`src/rtl/dsi_cmd_pkg.sv`:
```
package dsi_cmd_pkg;

   localparam int CNT_W  = 16;
   localparam int DT_W   = 8;
   localparam int HDR_W  = 24;

   typedef enum logic [2:0] {
      CLS_SHORT,
      CLS_READ,
      CLS_LONG,
      CLS_SILENT,
      CLS_BAD
   } dt_class_e;

   typedef enum logic [1:0] {
      LNK_INIT = 2'd0,
      LNK_STOP = 2'd1,
      LNK_HS   = 2'd2,
      LNK_ULP  = 2'd3
   } link_e;

   typedef enum logic [2:0] {
      ST_IDLE,
      ST_POLL,
      ST_ROUTE,
      ST_IRQ,
      ST_FILL,
      ST_HDR,
      ST_RESP
   } wr_state_e;

endpackage

```
`src/rtl/dsi_dtype_classifier.sv`:
```
module dsi_dtype_classifier
   import dsi_cmd_pkg::*;
(
   input  logic [DT_W-1:0] dtype,
   output dt_class_e       cls
);

   always_comb begin
      unique case (dtype)
         8'h03, 8'h13, 8'h23, 8'h05, 8'h15, 8'h37,
         8'h02, 8'h12, 8'h22, 8'h32:               cls = CLS_SHORT;
         8'h04, 8'h14, 8'h24, 8'h06:               cls = CLS_READ;
         8'h29, 8'h39:                             cls = CLS_LONG;
         8'h01, 8'h11, 8'h21, 8'h31, 8'h08,
         8'h09, 8'h19:                             cls = CLS_SILENT;
         default:                                  cls = CLS_BAD;
      endcase
   end

endmodule

```
`src/rtl/dsi_empty_waiter.sv`:
```
module dsi_empty_waiter #(
   parameter int WAIT_LIMIT = 10000
) (
   input  logic clk,
   input  logic rst_n,
   input  logic start,
   input  logic hdr_empty,
   output logic seen_empty,
   output logic expired
);

   localparam int CW = $clog2(WAIT_LIMIT + 1);

   generate
      if (WAIT_LIMIT < 1) begin : g_bad_limit
         $error("WAIT_LIMIT must be at least 1");
      end
   endgenerate

   logic          active_q;
   logic [CW-1:0] polls_q;

   assign seen_empty = active_q & hdr_empty;
   assign expired    = active_q & ~hdr_empty & (polls_q == CW'(WAIT_LIMIT - 1));

   always_ff @(posedge clk or negedge rst_n) begin
      if (!rst_n) begin
         active_q <= 1'b0;
         polls_q  <= '0;
      end else if (start) begin
         active_q <= 1'b1;
         polls_q  <= '0;
      end else if (active_q) begin
         if (seen_empty || expired) active_q <= 1'b0;
         else                       polls_q  <= polls_q + 1'b1;
      end
   end

   // the poll count never passes the limit
   assert_wait_bound_R9: assert property (@(posedge clk) disable iff (!rst_n)
      active_q |-> (polls_q < CW'(WAIT_LIMIT)));

endmodule

```
`src/rtl/dsi_word_packer.sv`:
```
module dsi_word_packer
   import dsi_cmd_pkg::*;
#(
   parameter int LANES = 4
) (
   input  logic               clk,
   input  logic               rst_n,
   input  logic               start,
   input  logic [CNT_W-1:0]   nbytes,
   input  logic               emit,
   input  logic               in_valid,
   input  logic [7:0]         in_data,
   output logic               in_ready,
   input  logic               pay_not_full,
   output logic               pay_push,
   output logic [LANES*8-1:0] pay_word,
   output logic               busy,
   output logic               done
);

   localparam int LIW = (LANES > 1) ? $clog2(LANES) : 1;

   generate
      if (LANES < 3) begin : g_bad_lanes
         $error("LANES must be at least 3");
      end
   endgenerate

   logic             active_q;
   logic             full_q;
   logic [CNT_W-1:0] remain_q;
   logic [LIW-1:0]   lane_q;
   logic [7:0]       lane_byte_q [LANES];
   logic             take;
   logic             close;

   assign in_ready = active_q & ~full_q & (remain_q != '0);
   assign take     = in_valid & in_ready;
   assign close    = take & ((lane_q == LIW'(LANES - 1)) | (remain_q == CNT_W'(1)));
   assign pay_push = active_q & full_q & emit & pay_not_full;
   assign done     = active_q & full_q & (remain_q == '0) & (~emit | pay_not_full);
   assign busy     = active_q;

   always_ff @(posedge clk or negedge rst_n) begin
      if (!rst_n) begin
         active_q <= 1'b0;
         full_q   <= 1'b0;
         remain_q <= '0;
         lane_q   <= '0;
      end else if (start) begin
         active_q <= 1'b1;
         full_q   <= 1'b0;
         remain_q <= nbytes;
         lane_q   <= '0;
      end else begin
         if (take) begin
            remain_q <= remain_q - 1'b1;
            lane_q   <= close ? '0 : lane_q + 1'b1;
         end
         if (close)    full_q   <= 1'b1;
         if (pay_push) full_q   <= 1'b0;
         if (done)     active_q <= 1'b0;
      end
   end

   for (genvar g = 0; g < LANES; g++) begin : g_lane
      always_ff @(posedge clk or negedge rst_n) begin
         if (!rst_n)                                lane_byte_q[g] <= '0;
         else if (start || pay_push)                lane_byte_q[g] <= '0;
         else if (take && (lane_q == LIW'(g)))      lane_byte_q[g] <= in_data;
      end
      assign pay_word[g*8 +: 8] = lane_byte_q[g];
   end

   // a word held back by a full payload queue does not change
   assert_hold_word_R11: assert property (@(posedge clk) disable iff (!rst_n)
      (active_q & full_q & emit & ~pay_not_full) |=> $stable(pay_word));

   // a word starts empty after each push
   assert_tail_zero_R2: assert property (@(posedge clk) disable iff (!rst_n)
      (pay_push & (remain_q != '0)) |=> (pay_word == '0));

endmodule

```
`src/rtl/dsi_cmd_writer.sv`:
```
module dsi_cmd_writer
   import dsi_cmd_pkg::*;
#(
   parameter int WAIT_LIMIT = 10000,
   parameter int LANES      = 4,
   localparam int PAY_W     = LANES * 8
) (
   input  logic             clk,
   input  logic             rst_n,
   input  logic [1:0]       link_state,
   input  logic             req_valid,
   output logic             req_ready,
   input  logic [7:0]       req_dtype,
   input  logic [15:0]      req_count,
   input  logic             in_valid,
   output logic             in_ready,
   input  logic [7:0]       in_data,
   input  logic             hdr_empty,
   input  logic             hdr_not_full,
   output logic             hdr_push,
   output logic [23:0]      hdr_word,
   input  logic             pay_not_full,
   output logic             pay_push,
   output logic [PAY_W-1:0] pay_word,
   output logic             irq_clear,
   output logic             done_valid,
   output logic             done_err
);

   wr_state_e        state_q, state_d;
   logic [DT_W-1:0]  dtype_q;
   logic [CNT_W-1:0] count_q;
   dt_class_e        cls_d, cls_q;
   logic             err_q, err_d;
   logic             accept;
   logic             wait_start, seen_empty, expired;
   logic             pk_start, pk_emit, pk_busy, pk_done;
   logic [CNT_W-1:0] pk_nbytes;
   logic [7:0]       prm0, prm1;

   dsi_dtype_classifier u_class (.dtype(req_dtype), .cls(cls_d));

   dsi_empty_waiter #(.WAIT_LIMIT(WAIT_LIMIT)) u_wait (
      .clk, .rst_n, .start(wait_start), .hdr_empty,
      .seen_empty, .expired
   );

   dsi_word_packer #(.LANES(LANES)) u_pack (
      .clk, .rst_n, .start(pk_start), .nbytes(pk_nbytes), .emit(pk_emit),
      .in_valid, .in_data, .in_ready, .pay_not_full, .pay_push, .pay_word,
      .busy(pk_busy), .done(pk_done)
   );

   assign req_ready  = (state_q == ST_IDLE);
   assign accept     = req_valid & req_ready;
   assign wait_start = accept & (link_state == LNK_STOP);
   assign pk_emit    = (cls_q == CLS_LONG);
   assign pk_nbytes  = (cls_q != CLS_LONG)           ? CNT_W'(2) :
                       (count_q < CNT_W'(LANES))      ? CNT_W'(3) : count_q;
   assign pk_start   = ((state_q == ST_ROUTE) & ((cls_q == CLS_SHORT) | (cls_q == CLS_LONG)))
                     | (state_q == ST_IRQ);
   assign irq_clear  = (state_q == ST_IRQ);
   assign prm0       = pk_emit ? count_q[7:0]  : pay_word[7:0];
   assign prm1       = pk_emit ? count_q[15:8] : pay_word[15:8];
   assign hdr_word   = {prm1, prm0, dtype_q};
   assign hdr_push   = (state_q == ST_HDR) & hdr_not_full;
   assign done_valid = (state_q == ST_RESP);
   assign done_err   = done_valid & err_q;

   always_comb begin
      state_d = state_q;
      err_d   = err_q;
      unique case (state_q)
         ST_IDLE: if (accept) begin
            err_d = 1'b0;
            if (link_state == LNK_ULP) begin
               err_d   = 1'b1;
               state_d = ST_RESP;
            end else if (link_state == LNK_STOP) state_d = ST_POLL;
            else                                 state_d = ST_ROUTE;
         end
         ST_POLL: begin
            if (seen_empty) state_d = ST_ROUTE;
            else if (expired) begin
               err_d   = 1'b1;
               state_d = ST_RESP;
            end
         end
         ST_ROUTE: begin
            unique case (cls_q)
               CLS_SHORT, CLS_LONG: state_d = ST_FILL;
               CLS_READ:            state_d = ST_IRQ;
               CLS_SILENT:          state_d = ST_RESP;
               default: begin
                  err_d   = 1'b1;
                  state_d = ST_RESP;
               end
            endcase
         end
         ST_IRQ:  state_d = ST_FILL;
         ST_FILL: if (pk_done) state_d = ST_HDR;
         ST_HDR:  if (hdr_push) state_d = ST_RESP;
         default: state_d = ST_IDLE;
      endcase
   end

   always_ff @(posedge clk or negedge rst_n) begin
      if (!rst_n) begin
         state_q <= ST_IDLE;
         err_q   <= 1'b0;
         dtype_q <= '0;
         count_q <= '0;
         cls_q   <= CLS_BAD;
      end else begin
         state_q <= state_d;
         err_q   <= err_d;
         if (accept) begin
            dtype_q <= req_dtype;
            count_q <= req_count;
            cls_q   <= cls_d;
         end
      end
   end

   // the header never goes out while payload packing is still running
   assert_hdr_after_payload_R4: assert property (@(posedge clk) disable iff (!rst_n)
      hdr_push |-> !pk_busy);

   // the interrupt-clear request is a single-cycle pulse
   assert_irq_pulse_R6: assert property (@(posedge clk) disable iff (!rst_n)
      irq_clear |=> !irq_clear);

   // an ultra-low-power request is refused on the next cycle
   assert_ulp_reject_R10: assert property (@(posedge clk) disable iff (!rst_n)
      (accept && link_state == LNK_ULP) |=> (done_valid && done_err));

   // the completion is a single-cycle pulse
   assert_done_pulse_R12: assert property (@(posedge clk) disable iff (!rst_n)
      done_valid |=> !done_valid);

   // no queue traffic while a refusal is reported
   assert_err_silent_R8: assert property (@(posedge clk) disable iff (!rst_n)
      done_err |-> !(hdr_push || pay_push));

endmodule

```
`config.mk`:
```
export PLATFORM = sky130hd
export DESIGN_NAME = dsi_cmd_writer
export DESIGN_NICKNAME = d
export VERILOG_FILES = /design/src/rtl/dsi_cmd_pkg.sv /design/src/rtl/dsi_dtype_classifier.sv /design/src/rtl/dsi_empty_waiter.sv /design/src/rtl/dsi_word_packer.sv /design/src/rtl/dsi_cmd_writer.sv
export SDC_FILE = /design/constraint.sdc
export NUM_CORES = 1
export LEC_CHECK = 0
export ABC_AREA = 1
export BUFFER_PORTS_ARGS = -buffer_cell sky130_fd_sc_hd__buf_4
export CORE_ASPECT_RATIO = 1.1
export CORE_MARGIN = 5
export CORE_UTILIZATION = 56
export DETAILED_ROUTE_END_ITERATION = 12
export PLACE_DENSITY = 0.81
export SLEW_MARGIN = 20
export SYNTH_ARGS = -nofsm -noshare
export SYNTH_HDL_FRONTEND = slang
export SYNTH_SLANG_ARGS = --single-unit
```
`constraint.sdc`:
```
create_clock -name clk -period 1.95 [get_ports clk]
set_input_delay 0.2925 -clock clk [delete_from_list [all_inputs] [get_ports clk]]
set_output_delay 0.2925 -clock clk [all_outputs]
set_load 0.1 [all_outputs]
```
==> flow_summary.yaml, run 1 <==
routing:
  wl_per_cell_um: 17.5
  vias_per_cell: 5.71
  postRouteAntennaNets: 0
  vias: 5770
  wl_mm: 17.7
  dr.pass1.iters: 6
  initialDrtViolationCount: 499
  drc_errors: 0
logic_synthesis:
  synth.mux.area_fraction_pct: 0
  yosys.area.top_type_share_pct: 43.1
  syn_area_per_cell_um2: 7.44
  synth_top_family_by_area: "simple AND/OR/NAND/NOR gates"
  yosysSeqAreaShare_pct: 43.6
  syn_nets: 811
  synth_ff_type: "dfrtp_1"
  synth_most_common_cell: "nand2_1"
  yosys.area_share.adder_pct: 2.89
  yosys.area.top_type: "dfrtp_1"
  syn-instance-count: 757
  yosys_warnings: 0
  synthSimpleGateAreaFrac_pct: 33.7
  async_reset_ff_share_pct: 100
  ys_ff_latch: 98
  synth-xor-area-share_pct: 1.09
  synth.area.top_cells: "dfrtp_1, nand2_1, o21ai_0"
  ys_top_cells_by_count: "nand2_1, dfrtp_1, o21ai_0, nand3_1, inv_1"
  synth_area_mm2: 0.00563
  yosysUniqueCellTypes: 42
  synth_compound_area_share_pct: 10.6
  synth_edf_count: 0
die:
  die_x_um: 106
  die_area_mm2: 0.0122
  core-area_mm2: 0.00984
  boundaryPins: 104
  start_util_pct: 57.2
  num_rows: 38
  die_h_um: 115
placed_design:
  port_buffers: 103
  dp_hpwl_mm: 12.0
  place.gp.congestion: 0.922
hold_path:
  hold_class: "in2reg"
setup_path:
  worst-path-stages: 7
  worstSetupEndpoint: "hdr_word[23]"
  slowest_stage: "dfstp_2"
  slowest_delay_ns: 0.57
  r2r_slack_ns: -0.01
  path_class: "reg2out"
  cp_top_family: "flip-flops"
  worstSetupStartpointType: "flip-flop"
  crit_arrival_ns: 1.70
  critPathCaptureType: "output port"
  reg2reg_to: "u_pack.pay_word[23]$_DFFE_PN0P_"
  path_cells: "nor2_4 -> nand2_4 -> buf_8 -> clkbuf_16 -> nand2_2 -> o21ai_4 -> buf_12"
  cp.required_ns: 1.66
  crit_path_start: "cls_q[2]$_DFFE_PN1N_"
  cp_max_fo: 5
  rr_worst_depth: 7
  r2r-start: "cls_q[2]$_DFFE_PN1N_"
  path_buf_inv: 3
layout:
  num-fill-cells: 620
  n_antenna_cell: 0
  syn2layout_area_growth_pct: 40.2
  drive_above_1_share_pct: 30.8
  num-nets-final: 940
timing:
  finalHoldViolCount: 0
  rsz0062_at_grt: "yes"
  finalSetupViolCount: 15
  drv_slew: 0
  period_minus_slack_ns: 1.99
  hold-worst-slack_ns: 0.122
  maxSlewHeadroom_pct: 66.1
  fin_ws_ns: -0.0428
  max_freq_mhz: 502
  fin_crit_sh_pct: 102
  worst_pin_slew_ns: 0.508
  finalClockSkew_ns: 0.00952
grt:
  grt_pass1_vias: 5713
  grt_usage_pct: 29.3
  grt_max_degree: 39
  grt_pass1_wl_mm: 28.7
  overflow: 0
  grt_antenna_before_repair: 0
clock_tree:
  clk_pin_slew_ns: 0.10
  root_buffer: "clkbuf_8"
  insertion_delay_ns: 0.37
  cts_tree: "done"
  htreeDepth: 3
  clock-sinks: 98
  clk_path_buf_depth: 2
  cts_buffers: 9
flow_run:
  drv_cap: 0
outcome:
  violations: "setup timing"
  status: "finished with violations"
logic make-up after synthesis:
family	Yosys count
compound gates	111
xor+xnor	7
fa+ha+maj	13
buf+inv	103
flops	98
simple gates	425
area by class of cell:
cell class                 instances  area [µm²]  share of cell area, %
clock inverter                     7        76.3                  0.967
tap                              120         150                   1.90
sequential                        98        2460                   31.1
timing repair buffer             144        1510                   19.1
clock buffer                       9         124                   1.57
inverter                          77         298                   3.77
multi-input combinational        556        3280                   41.5
state kept, by name, summed over array words and instances, names as in the netlist:
register / flops
dtype_q: 8
u_pack.lane_q: 2
u_pack.full_q: 1
u_pack.pay_word: 32
err_q: 1
cls_q: 3
u_pack.remain_q: 16
u_wait.active_q: 1
count_q: 16
u_wait.polls_q: 14
state_q: 3
u_pack.busy: 1
routing by layer:
metal / GRT usage, % / vias up / routed length [µm]
li1: - / 2712 / -
met1: 37.5 / 2712 / 6960
met2: 49.6 / 290 / 8960
met3: 5.56 / 56 / 1200
met4: 11.6 / 0 / 586
met5: 0 / - / 0
cells in the final DEF, fill, tap and decap left out, drive strengths merged:
cell         count
nor2            79
nand3b           2
xor2             6
bufinv           1
a21oi            5
dlygate4sd3      1
xnor2            1
o311ai           1
o21ai           98
nand2          227
clkbuf          10
a31oi            1
nand4           13
a21boi           3
nor3            17
buf            142
nand3           86
clkinvlp         3
dfstp            1
a22oi            1
and2             1
clkinv           1
o221a            1
a211oi           1
ha              13
inv             79
dfrtp           97
tightest hold or removal path, cell delays in order:
cell	delay, ns
buf_4	0.08
nand2_1	0.04
o21ai_0	0.05
worst min-delay path by stage:
stage	start	to	slack [ns]	cells past startpoint
2_1_floorplan	rst_n	cls_q[0]$_DFFE_PN0N_	-0.003	0
3_3_place_gp	rst_n	u_pack.pay_word[19]$_DFFE_PN0P_	0.22	1
3_5_place_dp	rst_n	u_pack.pay_word[19]$_DFFE_PN0P_	0.22	1
4_1_cts	req_count[11]	count_q[11]$_DFFE_PN0N_	0.11	3
5_1_grt	req_count[0]	count_q[0]$_DFFE_PN0N_	0.11	3
6_report	req_count[0]	count_q[0]$_DFFE_PN0N_	0.12	3
what timing repair did:
action	4_1_cts	5_1_grt
gates cloned	1	1
buffers inserted	12	4
hold buffers	1	0
pin swaps	5	9
endpoints found under the setup margin	22	44
endpoints found under the hold margin	23	0
gates resized for setup	69	35
per-stage QoR:
stage,setup WS [ns],instance area (µm²),setup TNS [ns],utilization (%),cells
2_1_floorplan,-0.355,6110,-6.13,-,757
3_3_place_gp,0.152,7100,0,72.1,976
3_5_place_dp,0.0466,7100,0,72.1,976
4_1_cts,-0.0436,7690,-0.377,78.1,1006
5_1_grt,-0.112,7890,-1.58,80.2,1011
6_report,-0.0428,7890,-0.324,80.2,1011
Power of run 1 is left out: the tool's default activity adds up to more than one toggle a clock period on the data nets, which glitch-free logic cannot reach.
==> run 2: changes to the inputs <==
ABC_AREA = 0   (was 1)
CORE_UTILIZATION = 55   (was 56)
==> flow_summary.yaml, run 2 <==
outcome:
  status: "finished with violations"
  violations: "setup timing"
hold_path:
  hold_start: "req_count[15]"
  hold_end: "count_q[15]$_DFFE_PN0N_"
  hold_class: "in2reg"
  hold-path-cell-count: 3
setup_path:
  slowest_stage: "dfrtp_2"
  r2r_slack_ns: -0.18
  path_cells: "nor4_4 -> buf_4 -> and4_4 -> nor3b_4 -> buf_12"
  cp_max_fo: 4
  rr_worst_depth: 7
  r2r-start: "u_pack.remain_q[5]$_DFFE_PN0P_"
  path_class: "reg2out"
  critPathCaptureType: "output port"
  crit_arrival_ns: 1.84
  cp_top_family: "simple AND/OR/NAND/NOR gates"
  slowest_delay_ns: 0.46
  worstSetupStartpointType: "flip-flop"
  cp.required_ns: 1.66
  path_buf_inv: 2
  reg2reg_to: "u_pack.remain_q[4]$_DFFE_PN0P_"
timing:
  finalClockSkew_ns: 0.0213
  max_freq_mhz: 469
  drv_slew: 0
  rsz0062_at_grt: "yes"
  finalHoldViolCount: 0
  maxSlewHeadroom_pct: 64.7
  fin_crit_sh_pct: 109
  finalSetupViolCount: 63
  period_minus_slack_ns: 2.13
  fin_ws_ns: -0.181
  worst_pin_slew_ns: 0.530
routing:
  dr.pass1.iters: 6
  vias_per_cell: 6.32
  wl_per_cell_um: 22.9
  vias: 5572
  postRouteAntennaNets: 0
  wl_mm: 20.2
  initialDrtViolationCount: 686
  drc_errors: 0
layout:
  final_common_cell: "buf_4"
  syn2layout_area_growth_pct: 54.7
  drive_above_1_share_pct: 45.8
  num-nets-final: 815
  layout.cells.non_filler: 882
  largest_reg_flops: 32
  final_cell_mix: "buf_4, dfrtp_1, nand2_1, nand2_4, nor2_1"
  num-fill-cells: 423
  seq_area_mm2: 0.00246
  multi_input_area_mm2: 0.00328
  fin_area_mm2: 0.00802
  n_antenna_cell: 0
clock_tree:
  clk_pin_slew_ns: 0.11
  root_buffer: "clkbuf_8"
  clk_path_buf_depth: 2
  clock-sinks: 98
  insertion_delay_ns: 0.40
  htreeDepth: 3
  cts_tree: "done"
  cts_buffers: 9
grt:
  overflow: 0
  grt_max_degree: 42
  grt_pass1_vias: 4981
  grt_usage_pct: 27.0
  grt_pass1_wl_mm: 24.6
  grt_antenna_before_repair: 0
die:
  die_area_mm2: 0.0115
  boundaryPins: 104
  start_util_pct: 55.7
  die_h_um: 112
  num_rows: 37
  core-area_mm2: 0.00931
  die_x_um: 103
placed_design:
  place_area_mm2: 0.00649
  place.gp.congestion: 0.910
  dp_cells: 815
  port_buffers: 103
  dp_hpwl_mm: 10.5
  pre_cts_slack_ns: 0.000346
flow_run:
  drv_cap: 0
logic_synthesis:
  ys_top_cells_by_count: "nand2_1, dfrtp_1, o21ai_0, nand3_1, nor2_1"
  syn_area_per_cell_um2: 8.79
  synth_edf_count: 0
  syn-instance-count: 590
  yosysUniqueCellTypes: 62
  async_reset_ff_share_pct: 100
  synth.area.top_cells: "dfrtp_1, nand2_1, o21ai_0"
  yosys.area.top_type_share_pct: 46.8
  synth_area_mm2: 0.00519
  yosys_warnings: 0
  syn_nets: 644
  yosysSeqAreaShare_pct: 47.3
  yosys.area.top_type: "dfrtp_1"
  synth_most_common_cell: "nand2_1"
  synth_ff_type: "dfrtp_1"
  ys_ff_latch: 98
power:
  ir_drop_uv: 433
  p_per_area_mw_per_mm2: 450
  p_leak_nw: 3.83
run 2: power breakdown:
part           switching, mW  internal, mW
sequential                 0          2.03
combinational          0.106        0.0799
clock                  0.803         0.594
total                  0.909          2.70
run 2: tightest hold or removal path, delay by kind of cell:
kind / cells / cell delay [ns]
buf+inv: 1 / 0.08
simple gates: 2 / 0.09
run 2: worst max path at each step:
stage	from	endpoint	slack (ns)	cells after the start
global placement	u_wait.polls_q[6]$_DFFE_PN0P_	u_wait.polls_q[1]$_DFFE_PN0P_	0.08	5
detailed placement	u_pack.remain_q[0]$_DFFE_PN0P_	u_pack.pay_word[26]$_DFFE_PN0P_	0.0003	8
CTS	u_pack.remain_q[1]$_DFFE_PN0P_	in_ready	-0.11	6
finish	u_pack.remain_q[5]$_DFFE_PN0P_	in_ready	-0.18	5
global route	u_pack.remain_q[5]$_DFFE_PN0P_	u_pack.pay_word[7]$_DFFE_PN0P_	-0.24	7
floorplan	u_pack.remain_q[0]$_DFFE_PN0P_	in_ready	-0.36	6
run 2: timing repair:
item | CTS | global route
hold endpoints to repair | 33 | 0
hold buffers | 1 | 0
pin swaps | 6 | 33
cloned | 2 | 9
gates resized for setup | 82 | 129
endpoints found under the setup margin | 24 | 60
buffers inserted | 19 | 21
run 2: routing by layer:
layer	routed length, µm	track usage [%]	vias up
li1	-	-	2393
met1	7010	34.2	2664
met2	10200	44.7	390
met3	1590	3.95	125
met4	1440	13.1	0
met5	0	0	-
run 2: logic make-up after synthesis:
| family | after synthesis | synth area share [%] |
|---|---|---|
| AOI/OAI and AO/OA | 103 | 11.8 |
| xor gates and xnor gates | 22 | 3.71 |
| adders and majority gates | 13 | 3.14 |
| buffers and inverters | 40 | 3.57 |
| DFF | 98 | 47.3 |
| muxes | 2 | 0.386 |
| and+or+nand+nor | 312 | 30.1 |
run 2: stage by stage:
stage	setup TNS (ns)	power, mW	util, %	hold WS [ns]
3_3_place_gp	0	2.25	69.7	0.263
2_1_floorplan	-1.70	2.11	-	-0.00309
4_1_cts	-0.895	3.56	77.3	0.101
3_5_place_dp	0	2.25	69.7	0.271
5_1_grt	-8.65	3.72	86.2	0.0933
6_report	-5.60	3.61	86.2	0.0873
run 2: cell type report:
| class | instances | share of cell area [%] |
|---|---|---|
| clock inverters | 6 | 0.842 |
| clock buffers | 9 | 1.54 |
| multi-input cells | 454 | 40.9 |
| repair buffers | 187 | 23.7 |
| well taps | 117 | 1.82 |
| inverters | 11 | 0.515 |
| flip-flops and latches | 98 | 30.7 |
No activity file was read; power rests on OpenSTA's default activity.
